File: src/rtl/tac_pkg.sv
package tac_pkg;
  localparam int unsigned REG_W      = 8;
  localparam int unsigned LOCK_BIT   = 7;
  localparam int unsigned LOCAL_BIT  = 4;
  localparam int unsigned MODULE_BIT = 3;
  localparam logic [REG_W-1:0] WR_MASK =
    (REG_W'(1) << LOCK_BIT) | (REG_W'(1) << LOCAL_BIT) | (REG_W'(1) << MODULE_BIT);
endpackage

File: src/rtl/tac_rst_sync.sv
module tac_rst_sync #(
  parameter int unsigned STAGES = 2
) (
  input  logic clk,
  input  logic rst_n,
  output logic rst_sync_n
);
  logic [STAGES-1:0] sync_q;
  logic [STAGES-1:0] sync_d;

  always_comb sync_d = {sync_q[STAGES-2:0], 1'b1};

  always_ff @(posedge clk or negedge rst_n) begin
    if (!rst_n) sync_q <= '0;
    else        sync_q <= sync_d;
  end

  assign rst_sync_n = sync_q[STAGES-1];
endmodule

File: src/rtl/tac_ctl_reg.sv
module tac_ctl_reg
  import tac_pkg::*;
(
  input  logic             clk,
  input  logic             rst_n,
  input  logic             warm_rst,
  input  logic             wr_en,
  input  logic [REG_W-1:0] wr_data,
  output logic [REG_W-1:0] ctl_q
);
  logic [REG_W-1:0] ctl_d;
  logic             ctl_ce;
  logic             locked;

  assign locked = ctl_q[LOCK_BIT];

  always_comb begin
    ctl_ce = warm_rst | (wr_en & ~locked);
    ctl_d  = ctl_q;
    if (warm_rst)                ctl_d = '0;
    else if (wr_en && !locked)   ctl_d = wr_data & WR_MASK;
  end

  always_ff @(posedge clk or negedge rst_n) begin
    if (!rst_n)      ctl_q <= '0;
    else if (ctl_ce) ctl_q <= ctl_d;
  end

  // a locked register holds everything, including the lock
  p_lock_hold_r3: assert property (@(posedge clk) disable iff (!rst_n)
    (locked && !warm_rst) |=> $stable(ctl_q));

  // warm reset empties the register
  p_warm_clear_r4: assert property (@(posedge clk) disable iff (!rst_n)
    warm_rst |=> (ctl_q == '0));

  // unlocked write lands, masked to the implemented bits
  p_write_lands_r2: assert property (@(posedge clk) disable iff (!rst_n)
    (wr_en && !locked && !warm_rst) |=> (ctl_q == ($past(wr_data) & WR_MASK)));
endmodule

File: src/rtl/tac_range_chk.sv
module tac_range_chk #(
  parameter int unsigned TEMP_W  = 8,
  parameter int unsigned NUM_SRC = 5
) (
  input  logic [NUM_SRC*TEMP_W-1:0] temps,
  input  logic [TEMP_W-1:0]         limit_hi,
  input  logic [TEMP_W-1:0]         limit_lo,
  output logic [NUM_SRC-1:0]        oor
);
  for (genvar g = 0; g < NUM_SRC; g++) begin : g_src
    logic [TEMP_W-1:0] t;
    assign t      = temps[g*TEMP_W +: TEMP_W];
    assign oor[g] = (t > limit_hi) || (t < limit_lo);
  end
endmodule

File: src/rtl/tac_alert_out.sv
module tac_alert_out #(
  parameter int unsigned NUM_MOD = 4
) (
  input  logic               clk,
  input  logic               rst_n,
  input  logic               warm_rst,
  input  logic               local_alert_en,
  input  logic               mod_alert_en,
  input  logic               local_oor,
  input  logic [NUM_MOD-1:0] mod_oor,
  input  logic [NUM_MOD-1:0] mod_en,
  output logic               alert_n
);
  logic any_mod;
  logic req;
  logic alert_n_d;

  always_comb begin
    any_mod   = |(mod_oor & mod_en);
    req       = (local_alert_en & local_oor) | (mod_alert_en & any_mod);
    alert_n_d = warm_rst ? 1'b1 : ~req;
  end

  always_ff @(posedge clk or negedge rst_n) begin
    if (!rst_n) alert_n <= 1'b1;
    else        alert_n <= alert_n_d;
  end

  // enabled local excursion pulls the pin low
  p_local_asserts_r5: assert property (@(posedge clk) disable iff (!rst_n)
    (local_alert_en && local_oor && !warm_rst) |=> !alert_n);

  // enabled module excursion pulls the pin low
  p_mod_asserts_r6: assert property (@(posedge clk) disable iff (!rst_n)
    (mod_alert_en && |(mod_oor & mod_en) && !warm_rst) |=> !alert_n);

  // quiet sources release the pin
  p_quiet_release_r8: assert property (@(posedge clk) disable iff (!rst_n)
    (!(local_alert_en && local_oor) && !(mod_alert_en && |(mod_oor & mod_en))) |=> alert_n);
endmodule

File: src/rtl/thermal_alert_ctrl.sv
module thermal_alert_ctrl
  import tac_pkg::*;
#(
  parameter int unsigned TEMP_W  = 8,
  parameter int unsigned NUM_MOD = 4
) (
  input  logic                      clk,
  input  logic                      rst_n,
  input  logic                      warm_rst,
  input  logic                      wr_en,
  input  logic [REG_W-1:0]          wr_data,
  output logic [REG_W-1:0]          rd_data,
  input  logic [TEMP_W-1:0]         local_temp,
  input  logic [NUM_MOD*TEMP_W-1:0] mod_temp,
  input  logic [NUM_MOD-1:0]        mod_en,
  input  logic [TEMP_W-1:0]         limit_hi,
  input  logic [TEMP_W-1:0]         limit_lo,
  output logic                      alert_n
);
  localparam int unsigned NUM_SRC = NUM_MOD + 1;

  logic               rst_sync_n;
  logic [REG_W-1:0]   ctl_q;
  logic [NUM_SRC-1:0] oor;

  tac_rst_sync #(.STAGES(2)) u_rst_sync (
    .clk        (clk),
    .rst_n      (rst_n),
    .rst_sync_n (rst_sync_n)
  );

  tac_ctl_reg u_ctl (
    .clk      (clk),
    .rst_n    (rst_sync_n),
    .warm_rst (warm_rst),
    .wr_en    (wr_en),
    .wr_data  (wr_data),
    .ctl_q    (ctl_q)
  );

  tac_range_chk #(.TEMP_W(TEMP_W), .NUM_SRC(NUM_SRC)) u_range (
    .temps    ({mod_temp, local_temp}),
    .limit_hi (limit_hi),
    .limit_lo (limit_lo),
    .oor      (oor)
  );

  tac_alert_out #(.NUM_MOD(NUM_MOD)) u_alert (
    .clk            (clk),
    .rst_n          (rst_sync_n),
    .warm_rst       (warm_rst),
    .local_alert_en (ctl_q[LOCAL_BIT]),
    .mod_alert_en   (ctl_q[MODULE_BIT]),
    .local_oor      (oor[0]),
    .mod_oor        (oor[NUM_SRC-1:1]),
    .mod_en         (mod_en),
    .alert_n        (alert_n)
  );

  assign rd_data = ctl_q;

  // unimplemented bits never read back as 1
  p_reserved_zero_r2: assert property (@(posedge clk) disable iff (!rst_sync_n)
    ((rd_data & ~WR_MASK) == '0));

  // with both group enables off the pin stays high
  p_all_off_quiet_r7: assert property (@(posedge clk) disable iff (!rst_sync_n)
    (!ctl_q[LOCAL_BIT] && !ctl_q[MODULE_BIT]) |=> alert_n);
endmodule

File: config.mk
export PLATFORM = sky130hd
export DESIGN_NAME = thermal_alert_ctrl
export DESIGN_NICKNAME = d
export VERILOG_FILES = /design/src/rtl/tac_pkg.sv /design/src/rtl/tac_rst_sync.sv /design/src/rtl/tac_ctl_reg.sv /design/src/rtl/tac_range_chk.sv /design/src/rtl/tac_alert_out.sv /design/src/rtl/thermal_alert_ctrl.sv
export SDC_FILE = /design/constraint.sdc
export NUM_CORES = 1
export LEC_CHECK = 0
export BUFFER_PORTS_ARGS = -buffer_cell sky130_fd_sc_hd__buf_2
export CORE_ASPECT_RATIO = 2
export CORE_MARGIN = 2
export CORE_UTILIZATION = 50
export CTS_CLUSTER_SIZE = 25
export DETAILED_ROUTE_END_ITERATION = 7
export MAX_ROUTING_LAYER = met4
export PLACE_DENSITY = 0.83
export SETUP_SLACK_MARGIN = 0.2
export SLEW_MARGIN = 20
export SYNTH_ARGS = -nofsm -noshare
export SYNTH_HDL_FRONTEND = slang
export SYNTH_SLANG_ARGS = --single-unit
File: constraint.sdc
create_clock -name clk -period 0.82 [get_ports clk]
set_input_delay 0.164 -clock clk [delete_from_list [all_inputs] [get_ports clk]]
set_output_delay 0.164 -clock clk [all_outputs]
set_load 0.03 [all_outputs]
# --- Yosys cells after proc, flatten, opt, wreduce, memory -nomap -nowiden ---
# Cells that the tools add are included.
word_totals:
  ff_bits: 11
  input_bits: 72
  output_inout_bits: 9
  wordCells: 34
op_classes:
  magnitude_cmp: 10
  mux: 3
  bitwise_logic: 8
  reduce_logical: 10
ops:
  columns: ["cell", "count"]
  rows:
  - ["8-bit > comparator", 5]
  - ["8-bit < comparator", 5]
  - ["8-bit two-way mux", 2]
  - ["1-bit logical OR", 5]
  - ["4-bit bitwise AND", 1]
  - ["4-bit OR reduction", 1]
  - ["1-bit bitwise AND", 3]
  - ["1-bit inverter", 2]
  - ["1-bit bitwise OR", 2]
  - ["2-bit AND reduction", 1]
  - ["2-bit nonzero test", 1]
  - ["1-bit logical AND", 1]
  - ["1-bit zero test", 1]
  - ["1-bit two-way mux", 1]

# --- Logic depth before layout (Yosys ltp) ---
# Gate-level depths: netlist of the first run.
logic_depth:
  word_depth: 8
  mapped_depth: 9
  mapped_depth_nobuf: 9

# --- Hierarchy ---
# A second synthesis of the first run with hierarchy kept.
unflattened:
  cells_unflattened: 251
  hier_area_um2: 1980.6
by_module_without_submodules:
  columns: ["mod", "instances", "cells_per_inst", "area_each_um2", "seq_area_each_um2"]
  rows:
  - ["tac_range_chk", 1, 224, 1685.4, 0.0]
  - ["tac_ctl_reg", 1, 18, 181.4, 75.1]
  - ["tac_alert_out", 1, 6, 60.1, 26.3]
  - ["tac_rst_sync", 1, 3, 53.8, 50.0]

# --- Least setup slack after synthesis of the first run ---
# OpenSTA, ideal clock, no wires.
synth_timing:
  path_type: "in2reg"
  start: "input limit_lo[4]"
  end: "register u_alert.alert_n"
  setup_ns: 0.085
  arrival_ns: 1.565
  required_time_ns: 0.735
  path_slack_ns: -0.830
  stages: 9
  n_path_buf: 0
  cell_sequence: "inv_1 ha_1 or4_4 a21oi_2 a211oi_1 nor4b_2 nor4_1 a31oi_1 a31oi_1"
synth_via:
  elab_chain_cells: 8
  elab_cells_between_ends: 17
  classes_between: "order compare (5); mux (1); bitwise (5); reduce/logical (6)"
synth_lines:
  columns: ["item", "line_no", "rtl"]
  rows:
  - ["start, declared", "thermal_alert_ctrl.sv:17", "input logic [TEMP_W-1:0] limit_lo,"]
  - ["8-bit < comparator", "tac_range_chk.sv:13", "assign oor[g] = (t > limit_hi) || (t < limit_lo);"]
  - ["1-bit logical OR", "tac_range_chk.sv:13", null]
  - ["4-bit bitwise AND", "tac_alert_out.sv:19", "any_mod = |(mod_oor & mod_en);"]
  - ["4-bit OR reduction", "tac_alert_out.sv:19", null]
  - ["1-bit bitwise AND", "tac_alert_out.sv:20", "req = (local_alert_en & local_oor) | (mod_alert_en & any_mod);"]
  - ["1-bit bitwise OR (*)", "tac_alert_out.sv:20", null]
  - ["1-bit inverter (*)", "tac_alert_out.sv:21", "alert_n_d = warm_rst ? 1'b1 : ~req;"]
  - ["1-bit two-way mux (*)", "tac_alert_out.sv:21", null]
  - ["named net u_alert.alert_n_d", "tac_alert_out.sv:16", "logic alert_n_d;"]
  - ["end signal, assigned", "tac_alert_out.sv:26", "else alert_n <= alert_n_d;"]
  - ["end, declared", "tac_alert_out.sv:12", "output logic alert_n"]
# The timed path passes the listed nets; every way through them passes the cells marked *.
# A chain may end at the register's enable or synchronous reset.

# --- Worst setup path after layout of the first run ---
layout_timing:
  start: "input mod_temp[30]"
  end: "register u_alert.alert_n"
layout_via:
  elab_chain_cells: 8
  elab_cells_between_ends: 9
  classes_between: "order compare (2); mux (1); bitwise (4); reduce/logical (2)"
layout_lines:
  columns: ["item", "line_no", "rtl"]
  rows:
  - ["start, declared", "thermal_alert_ctrl.sv:14", "input logic [NUM_MOD*TEMP_W-1:0] mod_temp,"]
  - ["8-bit > comparator / 8-bit < comparator (equally long branches)", "tac_range_chk.sv:13", null]
  - ["1-bit logical OR (*)", "tac_range_chk.sv:13", null]
  - ["4-bit bitwise AND (*)", "tac_alert_out.sv:19", null]
  - ["4-bit OR reduction (*)", "tac_alert_out.sv:19", null]
  - ["1-bit bitwise AND (*)", "tac_alert_out.sv:20", null]
  - ["1-bit bitwise OR (*)", "tac_alert_out.sv:20", null]
  - ["1-bit inverter (*)", "tac_alert_out.sv:21", null]
  - ["1-bit two-way mux (*)", "tac_alert_out.sv:21", null]
  - ["named net u_alert.alert_n_d", "tac_alert_out.sv:16", null]
# Marked as above.

==> results.toml, run 1 <==
[run_status]
status = "finished, violations left"
violations = "negative setup slack"

[clock_network]
htree_num_levels = 1
clk_pin_slew_ns = 0.05
cts_num_sinks = 6
clk_latency_ns = 0.24
clockRootBuffer = "clkbuf_8"
cts_tree = "built"
cts_buffer_depth = 2
cts_buffers = 3

[power]
p_leak_nw = 1.61
peakVddDrop_v = 0.000688
power.total_mw = 2.47
p_per_area_nw_per_um2 = 776

[synth]
postSynthAreaPerCell_um2 = 8.56
seq_area_frac_synth_pct = 7.66
ys_seq_elements = 6
syn_area_um2 = 1980
synth.distinct_cells = 29
synthCells = 231
yosysWarningCount = 0

[sta]
fin_ws_ns = -0.922
hold_viol = 0
period_minus_slack_ns = 1.74
fmax_ghz = 0.574
setup_viol = 8
maxSlewViolCount = 0
fin_crit_sh_pct = 212
clock_skew_ns = 0.0104
hold_ws_ns = 0.0815
finalSetupTns_ns = -1.84
rsz0062_at_grt = "yes"

[routing]
viasPerCell = 5.88
route.met2.wl_mm = 4.10
antenna_left = 0
drtIter0Drc = 38
vias = 2369
route.met3.wl_um = 298
firstDrtPassIters = 4
top_layer_used = "met4"
remaining_drc_errors = 0
wl_mm = 7.34
routedWlPerCell_um = 18.2
wl_met1_mm = 2.28

[global_route]
grt.total_usage_pct = 30.6
grt_pass1_wl_mm = 10.3
grt_pass1_vias = 2404
antenna_found_initial = 0
grt_remaining_overflow = 0
grt_max_degree = 6

[placed_design]
place_inst = 393
dpl.hpwl_mm = 5.47
place_congestion = 0.926
io_buffers = 70

[layout]
fill_cells = 237
final_cells = 403
diodes = 0
syn_to_final_growth_pct = 60.7
nNetsFinal = 500
multi_input_area_um2 = 1970
final_layout_size_suffix_gt1_share_pct = 47.4
seq_area_um2 = 153

[floorplan]
die_w_um = 48.5
die_area_um2 = 4500
fp.coreArea_um2 = 3840
pin_count = 81
die_h_um = 92.9
fp-row-count = 32
start_util_pct = 51.4

[critical_path]
arrival_ns = 1.90
critPathKind = "input pin to flop"
crit_start = "mod_temp[30]"
cp-end-kind = "flop"
required_ns = 0.97
start_kind = "input pin"
critPathMaxFanout = 2
r2r-start = "u_ctl.ctl_q[7]"

[flow_run]
drv_cap = 0

[worst_hold_path]
hold_path_class = "flop to async pin"
-- critical path, stage by stage --
cell       delay (ns)
buf_2            0.11
buf_4            0.13
ha_1             0.30
o2111ai_1        0.15
a211oi_2         0.28
nor4b_2          0.08
nor4_1           0.34
a31oi_1          0.17
a31oi_1          0.17
-- report_power, final --
| group | internal (mW) | total [mW] | switching (mW) |
|---|---|---|---|
| sequential | 0.319 | 0.339 | 0.0200 |
| clock | 0.338 | 0.504 | 0.166 |
| combinational | 0.811 | 1.62 | 0.813 |
| total | 1.47 | 2.47 | 1.00 |
-- cell usage after synthesis --
cell        n  share of area (%)
nor4b_1     2               0.89
nor2_1      8                1.5
dfstp_2     1                1.3
a21oi_1    23                5.8
dfrtp_1     5                6.3
mux2i_1     2                1.0
nand4_1    12                3.8
nor2b_1     9                2.8
nor4b_2     1               0.76
a21oi_2     1               0.44
or4_4       1               0.57
ha_1       75                 47
nor4_1      3               0.95
a211oi_1    8                3.0
a31oi_1     2               0.63
nand2_1     5               0.95
inv_1      20                3.8
o21a_1      1               0.38
conb_1      2               0.38
buf_4       7                2.7
o211ai_1    5                1.9
o2111a_1    1               0.57
nand3b_1    1               0.38
nand2b_1    6                1.9
or4_1       2               0.76
o21ai_0    11                2.8
o2111ai_1   3                1.3
a21o_1     10                3.8
nand3_1     4                1.0
-- cells by family after synthesis --
logic type	synth area share [%]
compound gates	20.7
fa+ha+maj	47.5
buf+inv	6.46
flops	7.66
mux	1.01
other cells	0.380
simple gates	16.3
-- through the flow --
stage	utilization, %	instance area [µm²]	worst slack, ns
final	82.6	3180	-0.922
after global routing	82.6	3180	-1.07
after CTS	77.0	2960	-0.837
after detailed placement	72.8	2800	-1.13
after global placement	72.8	2800	-1.12
after floorplan	-	2100	-0.811
-- cell usage in the layout (no fill, tap or decap), types with 7 or more instances in the layout --
cell / synthesis / final
a21o_1: 10 / 10
ha_1: 75 / 58
a21oi_1: 23 / 18
ha_4: 0 / 13
nor2_1: 8 / 8
inv_1: 20 / 14
buf_6: 0 / 9
nand4_1: 12 / 12
buf_4: 7 / 46
buf_2: 0 / 60
nor2b_1: 9 / 8
o21ai_0: 11 / 7
-- final timing paths --
check / endpoint / slack (ns) / depth (start not counted)
min reg2reg: u_ctl.ctl_q[4] / 0.08 / 0
max: u_alert.alert_n / -0.92 / 9
min in group clk: u_ctl.ctl_q[4] / 0.15 / 2
max in group asynchronous: u_rst_sync.sync_q[1] / 0.47 / 2
min: u_ctl.ctl_q[4] / 0.08 / 0
max reg2reg: u_ctl.ctl_q[3] / -0.16 / 3
-- cell type report --
type,count,share of cell area [%]
flip-flops and latches,6,4.81
well taps,51,2.01
inverters,20,3.74
multi-input cells,202,62.2
clock buffers,4,1.42
repair buffers,120,25.9
-- routing by layer --
| layer | vias to the layer above | track usage, % |
|---|---|---|
| met4 | 0 | 22.9 |
| met3 | 43 | 2.26 |
| met1 | 1096 | 23.9 |
| met5 | - | - |
| met2 | 109 | 62.4 |
| li1 | 1121 | - |
-- sequential cells by signal, indices dropped and copies added, names as in the netlist --
signal             flops
u_ctl.ctl_q            3
u_alert.alert_n        1
u_rst_sync.sync_q      2
-- what timing repair did --
item / 4_1_cts / 5_1_grt
setup endpoints to repair: 8 / 8
hold endpoints to repair: 2 / 0
pin swaps: 8 / 18
setup buffers: 3 / 2
hold buffers: 1 / 0
gates resized for setup: 25 / 36
Power figures use the tool's default switching activity.
==> run 2: changes to the inputs <==
--- a/config.mk
+++ b/config.mk
@@ -18,3 +18,4 @@
 export SYNTH_ARGS = -nofsm -noshare
 export SYNTH_HDL_FRONTEND = slang
 export SYNTH_SLANG_ARGS = --single-unit
+export TNS_END_PERCENT = 50
==> run 2 against run 1 <==
Final cell count down 4.0%; clock-buffer cell count unchanged; largest cell class unchanged; routed wire length down 15%; clock skew down 0.0096 ns; worst setup slack better by 0.099 ns; first-iteration DRC count up 82%; critical path type unchanged; die area unchanged; flip-flop and latch count unchanged; via count down 5.0%; critical path depth up 1; clock power down 5.8%; the flow still finishes with violations (negative setup slack); combinational power down 11%.
==> results.toml, run 2 (synthesis gave the netlist of run 1 again) <==
[critical_path]
required_ns = 0.96
critPathBufInv = 2
path_cells = "buf_8 > inv_8 > ha_4 > or4_4 > a21oi_2 > a211oi_2 > nor4b_2 > nor4_1 > a31oi_1 > a31oi_1"
arrival_ns = 1.78
crit_path_max_incr_delay_ns = 0.53
start_kind = "input pin"
crit_start = "limit_lo[2]"
critPathKind = "input pin to flop"
crit_slowest_cell = "or4_4"
critPathMaxFanout = 5
r2r-start = "u_ctl.ctl_q[7]"
critPathMostFrequentCell = "a31oi_1"
cp_top_family = "simple AND/OR/NAND/NOR gates"
cp-end-kind = "flop"

[global_route]
grt_pass1_wl_mm = 10.2
grt_max_degree = 6
grt_pass1_vias = 2439
grt.total_usage_pct = 29.1
grt_remaining_overflow = 0
antenna_found_initial = 0

[routing]
drtIter0Drc = 69
remaining_drc_errors = 0
antenna_left = 0
routedWlPerCell_um = 16.2
firstDrtPassIters = 4
vias = 2250
wl_mm = 6.25
viasPerCell = 5.81

[clock_network]
cts_buffers = 3
htree_num_levels = 1
cts_buffer_depth = 2
cts_tree = "built"
cts_num_sinks = 6
clk_latency_ns = 0.22
clk_pin_slew_ns = 0.04
clockRootBuffer = "clkbuf_8"

[run_status]
status = "finished, violations left"
violations = "negative setup slack"

[flow_run]
drv_cap = 0

[floorplan]
die_h_um = 92.9
die_area_um2 = 4500
fp-row-count = 32
start_util_pct = 51.4
die_w_um = 48.5
pin_count = 81
fp.coreArea_um2 = 3840

[sta]
fin_ws_ns = -0.823
finalSetupTns_ns = -1.69
rsz0062_at_grt = "yes"
fin_crit_sh_pct = 200
maxSlewViolCount = 0
hold_ws_ns = 0.0679
setup_viol = 8
hold_viol = 0
clock_skew_ns = 0.000792
period_minus_slack_ns = 1.64
fmax_ghz = 0.609

[layout]
fin_util_pct = 75.8
mostFrequentLayoutCells = "ha_1 (65), buf_2 (59), buf_4 (35), a21oi_1 (21), inv_1 (15)"
nNetsFinal = 484
final_area_um2 = 2910
diodes = 0
largestRegisters = "u_ctl.ctl_q (3), u_rst_sync.sync_q (2), u_alert.alert_n (1)"
layout_commonest_cell = "ha_1"
largest_register = "u_ctl.ctl_q"
largest_register_ffs = 3
final_layout_size_suffix_gt1_share_pct = 39.9
final_cells = 387
syn_to_final_growth_pct = 47.4

[placed_design]
place_congestion = 0.894
dpl.hpwl_mm = 5.17
placed_cell_area_um2 = 2670
dp_slack_ns = -1.15
io_buffers = 70
place_inst = 378

[worst_hold_path]
hold_path_class = "flop to async pin"

[power]
p_per_area_nw_per_um2 = 773
p_leak_nw = 1.53
power.total_mw = 2.25
peakVddDrop_v = 0.000728
[run 2: repair_timing]
action,CTS,global route
hold endpoints to repair,2,0
pin swaps,12,0
resized for setup,34,4
buffers inserted,4,0
endpoints found under the setup margin,8,8
hold buffers,1,0
[run 2: cell type report]
class                   count  area, µm²
fillers                   287        930
multi-input cells         202       1860
inverters                  20        113
repair buffers            104        681
well taps                  51       63.8
flip-flops and latches      6        153
clock buffers               4       45.0
[run 2: final timing paths]
| check | to | depth (start not counted) | slack, ns |
|---|---|---|---|
| worst min-delay path | u_ctl.ctl_q[7] | 0 | 0.07 |
| min in group clk | u_ctl.ctl_q[7] | 2 | 0.15 |
| worst max-delay path | u_alert.alert_n | 10 | -0.82 |
| worst min register to register | u_ctl.ctl_q[7] | 0 | 0.07 |
| worst max register to register | u_ctl.ctl_q[4] | 3 | -0.14 |
| max in group asynchronous | u_rst_sync.sync_q[0] | 2 | 0.47 |
[run 2: routing by layer]
metal / wire length, µm / share of wire [%] / GRT usage [%]
met5: 0 / 0 / -
met4: 352 / 5.6 / 19.0
met3: 268 / 4.3 / 3.39
met2: 3550 / 57 / 56.9
met1: 2080 / 33 / 25.3
[run 2: report_power, final]
| part | total [mW] | switching, mW | leakage [nW] | internal, mW |
|---|---|---|---|---|
| Clock | 0.475 | 0.139 | 0.0228 | 0.335 |
| Combinational | 1.44 | 0.728 | 1.44 | 0.712 |
| Sequential | 0.337 | 0.0182 | 0.0723 | 0.319 |
